### src/rtl/dp_pkg.sv
package dp_pkg;
  localparam int NSEC = 3;
  localparam int NBUS = 2;
  localparam int NCPL = NSEC - 1;

  typedef enum logic [1:0] {
    CPL_OPEN = 2'b00,
    CPL_L2R  = 2'b01,
    CPL_R2L  = 2'b10,
    CPL_RSV  = 2'b11
  } cpl_mode_e;
endpackage

### src/rtl/dp_regbank.sv
module dp_regbank
  import dp_pkg::*;
#(
  parameter int W    = 16,
  parameter int NREG = 4,
  localparam int IW  = $clog2(NREG)
) (
  input  logic                      clk,
  input  logic                      rst,
  input  logic                      hold_i,
  input  logic [NREG-1:0]           wr_en_i,
  input  logic [NREG-1:0]           wr_bus_i,
  input  logic [NBUS-1:0][W-1:0]    seg_i,
  input  logic [NBUS-1:0][IW-1:0]   rd_idx_i,
  output logic [NBUS-1:0][W-1:0]    rd_o
);
  logic [W-1:0] q [NREG];

  always_ff @(posedge clk) begin
    for (int r = 0; r < NREG; r++) begin
      if (rst)
        q[r] <= '0;
      else if (wr_en_i[r] && !hold_i)
        q[r] <= seg_i[wr_bus_i[r]];
    end
  end

  for (genvar b = 0; b < NBUS; b++) begin : g_rd
    assign rd_o[b] = q[rd_idx_i[b]];
  end

  for (genvar r = 0; r < NREG; r++) begin : g_chk

    wr_commit_chk: assert property (@(posedge clk) disable iff (rst)
      (wr_en_i[r] && !hold_i) |=> q[r] == $past(seg_i[wr_bus_i[r]]));

    hold_stable_chk: assert property (@(posedge clk) disable iff (rst)
      hold_i |=> $stable(q[r]));
  end
endmodule

### src/rtl/dp_busseg.sv
module dp_busseg
  import dp_pkg::*;
#(
  parameter int W = 16
) (
  input  logic                    clk,
  input  logic                    rst,
  input  logic [NSEC-1:0]         loc_en_i,
  input  logic [NSEC-1:0]         ext_en_i,
  input  logic [NSEC-1:0][W-1:0]  loc_val_i,
  input  logic [NSEC-1:0][W-1:0]  ext_val_i,
  input  logic [NCPL-1:0][1:0]    mode_i,
  output logic [NSEC-1:0][W-1:0]  seg_o,
  output logic                    err_o
);
  logic [NSEC-1:0]        drv, pt_l, pt_r, in_l, in_r;
  logic [NSEC-1:0][W-1:0] dval, v_l, v_r;

  always_comb begin
    drv  = loc_en_i | ext_en_i;
    for (int s = 0; s < NSEC; s++)
      dval[s] = ext_en_i[s] ? ext_val_i[s] : loc_val_i[s];

    pt_l = '0; in_l = '0; v_l = '0;
    for (int s = 1; s < NSEC; s++) begin
      pt_l[s] = (cpl_mode_e'(mode_i[s-1]) == CPL_L2R);
      in_l[s] = pt_l[s] && (drv[s-1] || in_l[s-1]);
      v_l[s]  = drv[s-1] ? dval[s-1] : v_l[s-1];
    end

    pt_r = '0; in_r = '0; v_r = '0;
    for (int s = NSEC - 2; s >= 0; s--) begin
      pt_r[s] = (cpl_mode_e'(mode_i[s]) == CPL_R2L);
      in_r[s] = pt_r[s] && (drv[s+1] || in_r[s+1]);
      v_r[s]  = drv[s+1] ? dval[s+1] : v_r[s+1];
    end

    for (int s = 0; s < NSEC; s++) begin
      if (drv[s])       seg_o[s] = dval[s];
      else if (in_l[s]) seg_o[s] = v_l[s];
      else if (in_r[s]) seg_o[s] = v_r[s];
      else              seg_o[s] = '0;
    end

    err_o = |(loc_en_i & ext_en_i) | |(pt_l & drv) | |(pt_r & drv)
          | |(in_l & in_r);
  end

  for (genvar s = 0; s < NSEC; s++) begin : g_chk

    one_source_chk: assert property (@(posedge clk) disable iff (rst)
      !err_o |-> $onehot0({drv[s], in_l[s], in_r[s]}));

    isolated_zero_chk: assert property (@(posedge clk) disable iff (rst)
      (!drv[s] && !in_l[s] && !in_r[s]) |-> seg_o[s] == '0);
  end
endmodule

### src/rtl/dp_segbus.sv
module dp_segbus
  import dp_pkg::*;
#(
  parameter int W    = 16,
  parameter int NREG = 4,
  localparam int IW  = $clog2(NREG),
  localparam int NSEG = NSEC * NBUS
) (
  input  logic                     clk,
  input  logic                     rst,
  input  logic [NSEG-1:0]          src_en_i,
  input  logic [NSEG*IW-1:0]       src_idx_i,
  input  logic [NSEG-1:0]          ext_en_i,
  input  logic [NSEG*W-1:0]        ext_data_i,
  input  logic [NCPL*NBUS*2-1:0]   cpl_mode_i,
  input  logic [NSEC*NREG-1:0]     wr_en_i,
  input  logic [NSEC*NREG-1:0]     wr_bus_i,
  output logic [NSEG*W-1:0]        seg_o,
  output logic                     err_o
);
  logic [NBUS-1:0][W-1:0]   sec_rd  [NSEC];
  logic [NBUS-1:0][W-1:0]   sec_seg [NSEC];
  logic [NBUS-1:0][IW-1:0]  sec_idx [NSEC];
  logic [NSEC-1:0][W-1:0]   bus_rd  [NBUS];
  logic [NSEC-1:0][W-1:0]   bus_ext [NBUS];
  logic [NSEC-1:0][W-1:0]   bus_seg [NBUS];
  logic [NSEC-1:0]          bus_loc [NBUS];
  logic [NSEC-1:0]          bus_xen [NBUS];
  logic [NCPL-1:0][1:0]     bus_mode [NBUS];
  logic [NBUS-1:0]          bus_err;
  logic                     err_now;

  for (genvar s = 0; s < NSEC; s++) begin : g_sec
    for (genvar b = 0; b < NBUS; b++) begin : g_bus
      assign sec_idx[s][b] = src_idx_i[(s*NBUS+b)*IW +: IW];
      assign sec_seg[s][b] = bus_seg[b][s];
      assign bus_rd[b][s]  = sec_rd[s][b];
      assign bus_ext[b][s] = ext_data_i[(s*NBUS+b)*W +: W];
      assign bus_loc[b][s] = src_en_i[s*NBUS+b];
      assign bus_xen[b][s] = ext_en_i[s*NBUS+b];
      assign seg_o[(s*NBUS+b)*W +: W] = bus_seg[b][s];
    end

    dp_regbank #(.W(W), .NREG(NREG)) u_bank (
      .clk      (clk),
      .rst      (rst),
      .hold_i   (err_now),
      .wr_en_i  (wr_en_i[s*NREG +: NREG]),
      .wr_bus_i (wr_bus_i[s*NREG +: NREG]),
      .seg_i    (sec_seg[s]),
      .rd_idx_i (sec_idx[s]),
      .rd_o     (sec_rd[s])
    );
  end

  for (genvar b = 0; b < NBUS; b++) begin : g_bus
    for (genvar k = 0; k < NCPL; k++) begin : g_cpl
      assign bus_mode[b][k] = cpl_mode_i[(k*NBUS+b)*2 +: 2];
    end

    dp_busseg #(.W(W)) u_seg (
      .clk       (clk),
      .rst       (rst),
      .loc_en_i  (bus_loc[b]),
      .ext_en_i  (bus_xen[b]),
      .loc_val_i (bus_rd[b]),
      .ext_val_i (bus_ext[b]),
      .mode_i    (bus_mode[b]),
      .seg_o     (bus_seg[b]),
      .err_o     (bus_err[b])
    );
  end

  assign err_now = |bus_err;

  always_ff @(posedge clk) begin
    if (rst) err_o <= 1'b0;
    else     err_o <= err_now;
  end


  err_flag_chk: assert property (@(posedge clk) disable iff (rst)
    err_now |=> err_o);

  reset_clear_chk: assert property (@(posedge clk)
    rst |=> !err_o);
endmodule

### config.mk
export PLATFORM = sky130hd
export DESIGN_NAME = dp_segbus
export DESIGN_NICKNAME = d
export VERILOG_FILES = /design/src/rtl/dp_pkg.sv /design/src/rtl/dp_regbank.sv /design/src/rtl/dp_busseg.sv /design/src/rtl/dp_segbus.sv
export SDC_FILE = /design/constraint.sdc
export NUM_CORES = 1
export LEC_CHECK = 0
export ABC_AREA = 1
export BUFFER_PORTS_ARGS = -buffer_cell sky130_fd_sc_hd__buf_2
export CAP_MARGIN = 20
export CORE_MARGIN = 2
export CORE_UTILIZATION = 52
export DETAILED_ROUTE_END_ITERATION = 16
export PLACE_DENSITY_LB_ADDON = 0.2
export SLEW_MARGIN = 0
export SYNTH_ARGS = -nofsm -noshare
export SYNTH_HDL_FRONTEND = slang
export SYNTH_HIERARCHICAL = 1
export SYNTH_SLANG_ARGS = --single-unit
### constraint.sdc
create_clock -name clk -period 2.2 [get_ports clk]
set_input_delay 0.11 -clock clk [delete_from_list [all_inputs] [get_ports clk]]
set_output_delay 0.11 -clock clk [all_outputs]
set_load 0.02 [all_outputs]
Word-level counts from Yosys, hierarchy flattened
Memories as Yosys holds them, arrays and structs flattened.
Cells that the tools add are included.
- $lt $le $gt $ge: 12
- equality and inequality tests: 8
- mux-type cells: 102
- bitwise logic cells: 28
- reductions and logical operators: 34
- operator list (kind ; number):
    two-way mux 16 bit ; 64
    two-way mux 1 bit ; 38
    less-than comparator 1 x 2 -> 1 bit, second input constant ; 12
    OR reduction 3 bit ; 8
    logical AND 1 bit ; 20
    bitwise OR 1 bit ; 18
    AND 3 bit ; 4
    == test 2 x 1 -> 1 bit, second input constant ; 4
    == test 2 bit, second input constant ; 4
    AND 2 x 3 -> 3 bit ; 2
    AND 3 x 2 -> 3 bit ; 2
    bitwise OR 3 bit ; 2
    logical OR 1 bit ; 4
    OR reduction 2 bit ; 1
    zero test 1 bit ; 1
- flip-flop bits (word level): 1
- bits in writable memories: 192
- bits of input ports: 154
- output and inout port bits: 97
- logic and storage cells: 188
- memories kept: 3
- memory list (name ; depth ; width ; read ports ; clocked after Yosys merged registers in ; wr ports ; RTL line ; text):
    g_sec[0].u_bank.q ; 4 ; 16 ; 2 ; 0 ; 4 ; dp_regbank.sv:17 ; logic [W-1:0] q [NREG];
    g_sec[1].u_bank.q ; 4 ; 16 ; 2 ; 0 ; 4 ; dp_regbank.sv:17 ;
    g_sec[2].u_bank.q ; 4 ; 16 ; 2 ; 0 ; 4 ; dp_regbank.sv:17 ;

Longest topological paths before layout
Gate-level depths: netlist of run 1.
- depth in word-level cells: 14
- depth in mapped cells: 14
- mapped depth without buffers: 12

By module
The synthesis of run 1 kept the hierarchy.
- by module, submodules not included (module ; instances ; cells an instance ; area each (µm²)):
    dp_regbank ; 3 ; 602 ; 4495.6
    dp_busseg ; 2 ; 479 ; 2074.5
    dp_segbus ; 1 ; 4 ; 33.8

Least setup slack after synthesis of run 1
Ideal clock, no wire load.
- path type: input to register
- start: input port ext_en_i[1]
- end: memory g_sec[0].u_bank.q[0][0], enable pin
- arrival: 1672 ps
- data required time: 1828 ps
- slack: 157 ps
- stages: 13
- buffers on the path: 2
- cells stage by stage: buf_6 > nor2_4 > inv_1 > buf_2 > nand2_1 > nand2_1 > nor2_1 > nand3_1 > nor2_2 > inv_1 > inv_4 > nand2_1 > nand2_1
- RTL lines (item ; RTL line ; text):
    from (decl) ; dp_segbus.sv:13 ; input logic [NSEG-1:0] ext_en_i,
    to (decl) ; dp_regbank.sv:17 ;

==> results.py, run 1 <==
metrics = {
    "final_layout": {
        "nFillCells": 3226,
        "final_util_pct": 62.2,
        "drive_gt1_share_pct": 25.3,
        "nets": 3160,
        "insertedDiodeCount": 0,
        "syn_to_final_growth_pct": 18.1,
        "final_common_cell": "nand2_1",
        "final_cell_mix": "nand2_1, inv_1, nand3_1",
    },
    "setup_path": {
        "cp.required_ns": 2.09,
        "cp-end-kind": "output pin",
        "worst_ep_arrival_time_ns": 2.07,
        "path_class": "reg -> out",
        "critPathLaunchType": "register",
        "cp_max_fo": 5,
    },
    "logic_synthesis": {
        "syn_avg_cell_area_um2": 6.38,
        "synth_flop_cell": "edfxtp_1",
        "syn-cell-area_mm2": 0.0177,
        "synth_warnings": 6,
        "synth-edff-count": 192,
        "synth-seq-area-share_pct": 32.7,
        "syn_nets": 2922,
        "ys_types": 23,
        "async_flop_share_pct": 0,
        "syn_inst": 2768,
        "ys_seq_elements": 193,
    },
    "clock_network": {
        "cts-htree-levels": 4,
        "path_clk_slew_ns": 0.07,
        "cts_tree": "yes",
        "clock_latency_ns": 0.47,
        "cts_max_path_buffers": 2,
        "cts_sinks": 193,
        "root_buffer": "clkbuf_16",
        "cts-buffers-inserted": 17,
    },
    "timing": {
        "setup_viol": 0,
        "period_minus_slack_ns": 2.18,
        "worst_pin_slew_ns": 0.560,
        "slew_headroom_pct": 62.6,
        "setup_ws_ns": 0.0206,
        "whs_ns": 0.0534,
        "fin_crit_sh_pct": 99.1,
        "slew_violations": 0,
        "finalHoldViolations": 0,
        "fmaxAchievable_mhz": 459,
        "fin_worst_skew_ns": 0.0121,
        "rsz0062_at_grt": "yes",
    },
    "floorplanning": {
        "core-area_mm2": 0.0335,
        "initial_core_util_pct": 52.7,
        "dieHeight_um": 188,
        "dieArea_mm2": 0.0355,
        "row_count": 67,
        "dieWidth_um": 188,
        "ios": 251,
    },
    "placement": {
        "globalplace.congestion": 0.976,
        "portBuffers": 250,
        "hpwlAfterDp_mm": 57.4,
        "dp_slack_ns": -0.0266,
    },
    "pwr": {
        "power_density_mw_per_mm2": 540,
        "peakVddDrop_mv": 0.590,
        "leakagePower_nw": 10.4,
    },
    "drt": {
        "viasPerCell": 5.73,
        "routed_wl_mm": 74.9,
        "route.vias.total": 19900,
        "wl_per_cell_um": 21.6,
        "dr.pass1.iters": 9,
        "antenna_left": 0,
        "drt_iter0_markers": 2783,
        "post-route-drc-count": 0,
    },
    "global_route": {
        "antenna_found_initial": 0,
        "grt_max_degree": 44,
        "grt_first_pass_wirelength_mm": 109,
        "gr-usage-all-layers_pct": 41.0,
        "grt_pass1_vias": 17500,
        "grt_overflow": 0,
    },
    "status": {
        "status": "complete, no violations",
    },
    "flow_run": {
        "cap_violations": 0,
    },
    "worst_hold_path": {
        "min_path_type": "in -> reg",
    },
}
-- timing repair --
action                                 CTS  global route
setup endpoints to repair               43            91
gates resized for setup                 59           174
hold buffers                             0             0
pin swaps                                1            28
endpoints found under the hold margin    0             0
buffers inserted                         0            19
-- where the power goes --
group	switching, mW	total, mW	internal [mW]
Combinational	2.75	3.94	1.19
Clock	1.52	3.08	1.56
Sequential	0.0561	4.25	4.19
Total	4.32	11.3	6.94
-- critical path: stages, from the launching register on --
cell      delay (ns)
edfxtp_1        0.51
inv_1           0.12
nand2_1         0.06
nand3_1         0.08
nand2_1         0.08
nor2_1          0.10
nor2_1          0.05
nand2_2         0.13
nand3_2         0.13
buf_6           0.17
buf_2           0.16
-- worst paths after layout --
path	start	to	slack (ns)	depth (start not counted)
min	rst	err_o	0.05	2
max	g_sec[1].u_bank/q[1][15]	seg_o[63]	0.02	10
max reg2reg	g_sec[2].u_bank/q[1][0]	g_sec[1].u_bank/q[0][0]	0.16	13
min reg2reg	g_sec[2].u_bank/q[3][6]	g_sec[2].u_bank/q[0][6]	1.18	10
-- cells in the mapped netlist (3+ instances only) --
cell         n  area, um2
a21oi_1     72        360
inv_4       20        125
buf_2       50        250
buf_4       37        278
clkbuf_1     6       22.5
nand4_1     32        200
nand2_1   1448       5440
inv_1      289       1080
buf_6       67        754
nor2_2       3       18.8
nor2_1      87        327
a21oi_2    120       1050
nor2_4       8       90.1
edfxtp_1   192       5770
nand2_4      4       45.0
nand3_4     12        210
nand3_1    296       1480
inv_2       16       60.1
-- per-layer routing --
| layer | wire length (um) | GRT usage (%) | up-vias |
|---|---|---|---|
| met3 | 10100 | 9.46 | 193 |
| met4 | 3340 | 17.2 | 0 |
| met5 | 0 | 0 | - |
| li1 | - | - | 9105 |
| met1 | 29100 | 56.6 | 9109 |
| met2 | 32400 | 61.8 | 1471 |
-- per-stage QoR --
step | TNS, ns | instances | instance area (um2) | power (mW)
6_report | 0 | 3467 | 20900 | 11.3
5_1_grt | -0.345 | 3467 | 20900 | 11.6
4_1_cts | -0.0604 | 3448 | 20200 | 10.9
3_5_place_dp | -0.0266 | 3416 | 19400 | 7.86
3_3_place_gp | -0.0602 | 3416 | 19400 | 7.84
2_1_floorplan | 0 | 2768 | 17700 | 6.45
-- registers in the layout, summed over array words and instances, names as in the netlist --
signal	count
err_o	1
g_sec.u_bank/q	192
-- layout make-up --
type                    instances  area, um2  area share [%]
clock buffers                  19        433            2.07
clock inverters                13        110           0.528
inverters                     327       1280            6.12
multi-input cells            2088       9950            47.7
flip-flops and latches        193       5790            27.7
well taps                     448        561            2.69
repair buffers                379       2750            13.2
-- cells by family after synthesis --
group                  synth area share (%)
AOI/OAI and AO/OA                      8.23
buffers and inverters                  14.6
DFF                                    32.7
and+or+nand+nor                        44.4
Power figures use the tool's default switching activity.
==> inputs of run 2 (changes only) <==
CORE_UTILIZATION = 47   (was 52)
SLEW_MARGIN = 20   (was 0)
==> run 2 against run 1 <==
Via count decreased by 2.8%. Hold slack improved by 0.046 ns. Final cell count fell by 0.40%. Critical path depth up 1. First-iteration DRC count fell by 29%. Clock skew rose by 0.0030 ns. Non-clock buffer count decreased by 40. Utilization is 7.3 points lower. Clock power increased by 10%. Setup slack got worse by 0.0066 ns. Critical path type unchanged. Highest routed layer unchanged.
==> results.py, run 2 (synthesized netlist as in run 1, its figures left out) <==
metrics = {
    "drt": {
        "viasPerCell": 5.59,
        "dr.pass1.iters": 6,
        "routed_wl_mm": 70.0,
        "drt_iter0_markers": 1986,
        "route.vias.total": 19300,
        "post-route-drc-count": 0,
        "wl_per_cell_um": 20.3,
        "antenna_left": 0,
    },
    "clock_network": {
        "clock_latency_ns": 0.46,
        "cts-buffers-inserted": 17,
        "path_clk_slew_ns": 0.08,
        "cts_max_path_buffers": 2,
        "cts_tree": "yes",
        "cts_sinks": 193,
        "root_buffer": "clkbuf_16",
        "cts-htree-levels": 4,
    },
    "final_layout": {
        "nets": 3120,
        "insertedDiodeCount": 0,
        "largest_reg_flops": 192,
        "final_common_cell": "nand2_1",
        "drive_gt1_share_pct": 23.7,
        "largest-register": "g_sec.u_bank/q",
        "final_cell_mix": "nand2_1, inv_1, nand3_1",
        "reg_top3": "g_sec.u_bank/q: 192 flops, err_o: 1 flops",
        "syn_to_final_growth_pct": 16.1,
        "design_area_mm2": 0.0205,
    },
    "setup_path": {
        "cp_max_fo": 5,
        "cp.required_ns": 2.09,
        "critPathLaunchType": "register",
        "worstRegToRegCells": 13,
        "cp-end-kind": "output pin",
        "path_class": "reg -> out",
        "worst_ep_arrival_time_ns": 2.08,
    },
    "placement": {
        "place_area_mm2": 0.0190,
        "dp_slack_ns": 0.144,
        "hpwlAfterDp_mm": 54.6,
        "portBuffers": 250,
        "globalplace.congestion": 0.931,
    },
    "floorplanning": {
        "dieWidth_um": 198,
        "row_count": 71,
        "core-area_mm2": 0.0373,
        "initial_core_util_pct": 47.4,
        "dieHeight_um": 198,
        "ios": 251,
        "dieArea_mm2": 0.0392,
    },
    "timing": {
        "finalHoldViolations": 0,
        "rsz0062_at_grt": "yes",
        "slew_headroom_pct": 64.0,
        "setup_viol": 0,
        "slew_violations": 0,
        "fin_worst_skew_ns": 0.0151,
        "period_minus_slack_ns": 2.19,
        "worst_pin_slew_ns": 0.539,
        "setup_ws_ns": 0.0140,
        "fin_crit_sh_pct": 99.4,
        "fmaxAchievable_mhz": 457,
    },
    "global_route": {
        "grt_first_pass_wirelength_mm": 102,
        "gr-usage-all-layers_pct": 34.8,
        "gr-usage-met2_pct": 55.4,
        "grt_pass1_vias": 17600,
        "use_met1_pct": 45.9,
        "grt_max_degree": 66,
        "grt_overflow": 0,
        "grt_busiest_layer": "met2",
        "antenna_found_initial": 0,
        "use_met3_pct": 7.20,
    },
    "pwr": {
        "power.total_mw": 11.3,
        "leakagePower_nw": 10.2,
        "peakVddDrop_mv": 0.692,
        "power_density_mw_per_mm2": 553,
    },
    "worst_hold_path": {
        "whs_path_depth": 2,
        "min_path_type": "in -> reg",
    },
    "flow_run": {
        "cap_violations": 0,
    },
    "status": {
        "status": "complete, no violations",
    },
}
==> run 2: cell types whose count changed in the layout (fill, tap and decap cells not counted), sizes merged <==
| cell | previous run | this run |
|---|---|---|
| bufinv | 1 | 3 |
| buf | 379 | 338 |
| inv | 329 | 332 |
| clkinv | 9 | 6 |
| clkbuf | 19 | 18 |
==> run 2: repair_timing <==
action                                  CTS  global route
endpoints found under the setup margin   52            88
pin swaps                                 0            23
gates resized for setup                  59           153
endpoints found under the hold margin     0             0
hold buffers                              0             0
setup buffers                             0            12
==> run 2: path summary, 6_finish.rpt <==
check                            from                       end  slack [ns]
min reg2reg  g_sec[2].u_bank/q[2][12]  g_sec[2].u_bank/q[1][12]        1.20
min                               rst                     err_o         0.1
max reg2reg   g_sec[1].u_bank/q[1][0]   g_sec[2].u_bank/q[1][0]        0.28
max           g_sec[2].u_bank/q[0][7]                  seg_o[7]        0.01
==> run 2: cell type report <==
type	count	area, um2
fillers	3774	16800
multi-input cells	2088	9980
flip-flops and latches	193	5790
repair buffers	339	2250
inverters	327	1280
well taps	474	593
clock buffers	17	425
clock inverters	15	196
==> run 2: critical path: stages (launching register included) <==
cell and delay, ns:
edfxtp_1 0.38, inv_1 0.06, nand2_1 0.05, nand3_1 0.06, nand2_1 0.16, nand2_1 0.08
nand2_1 0.09, nand3_1 0.13, nand2_1 0.11, nand2_1 0.07, nand2_2 0.22, buf_2 0.21
==> run 2: routing by layer <==
| metal | share of wire [%] | wire length (um) |
|---|---|---|
| met2 | 46 | 32000 |
| met4 | 4.2 | 2970 |
| met1 | 39 | 27600 |
| met3 | 11 | 7410 |
| met5 | 0 | 0 |
==> run 2: power breakdown <==
group / switching [mW] / internal [mW] / leakage, nW
registers: 0.0534 / 4.19 / 1.99
clock network: 1.57 / 1.83 / 0.302
logic: 2.63 / 1.06 / 7.94
==> run 2: through the flow <==
stage | setup TNS, ns | util (%) | hold WS (ns) | instances
CTS | 0 | 53.2 | 0.0839 | 3441
global placement | 0 | 51.1 | 0.536 | 3409
global route | -0.245 | 55.0 | 0.0913 | 3453
finish | 0 | 55.0 | 0.0997 | 3453
floorplan | 0 | - | 0.182 | 2768
detailed placement | 0 | 51.1 | 0.536 | 3409
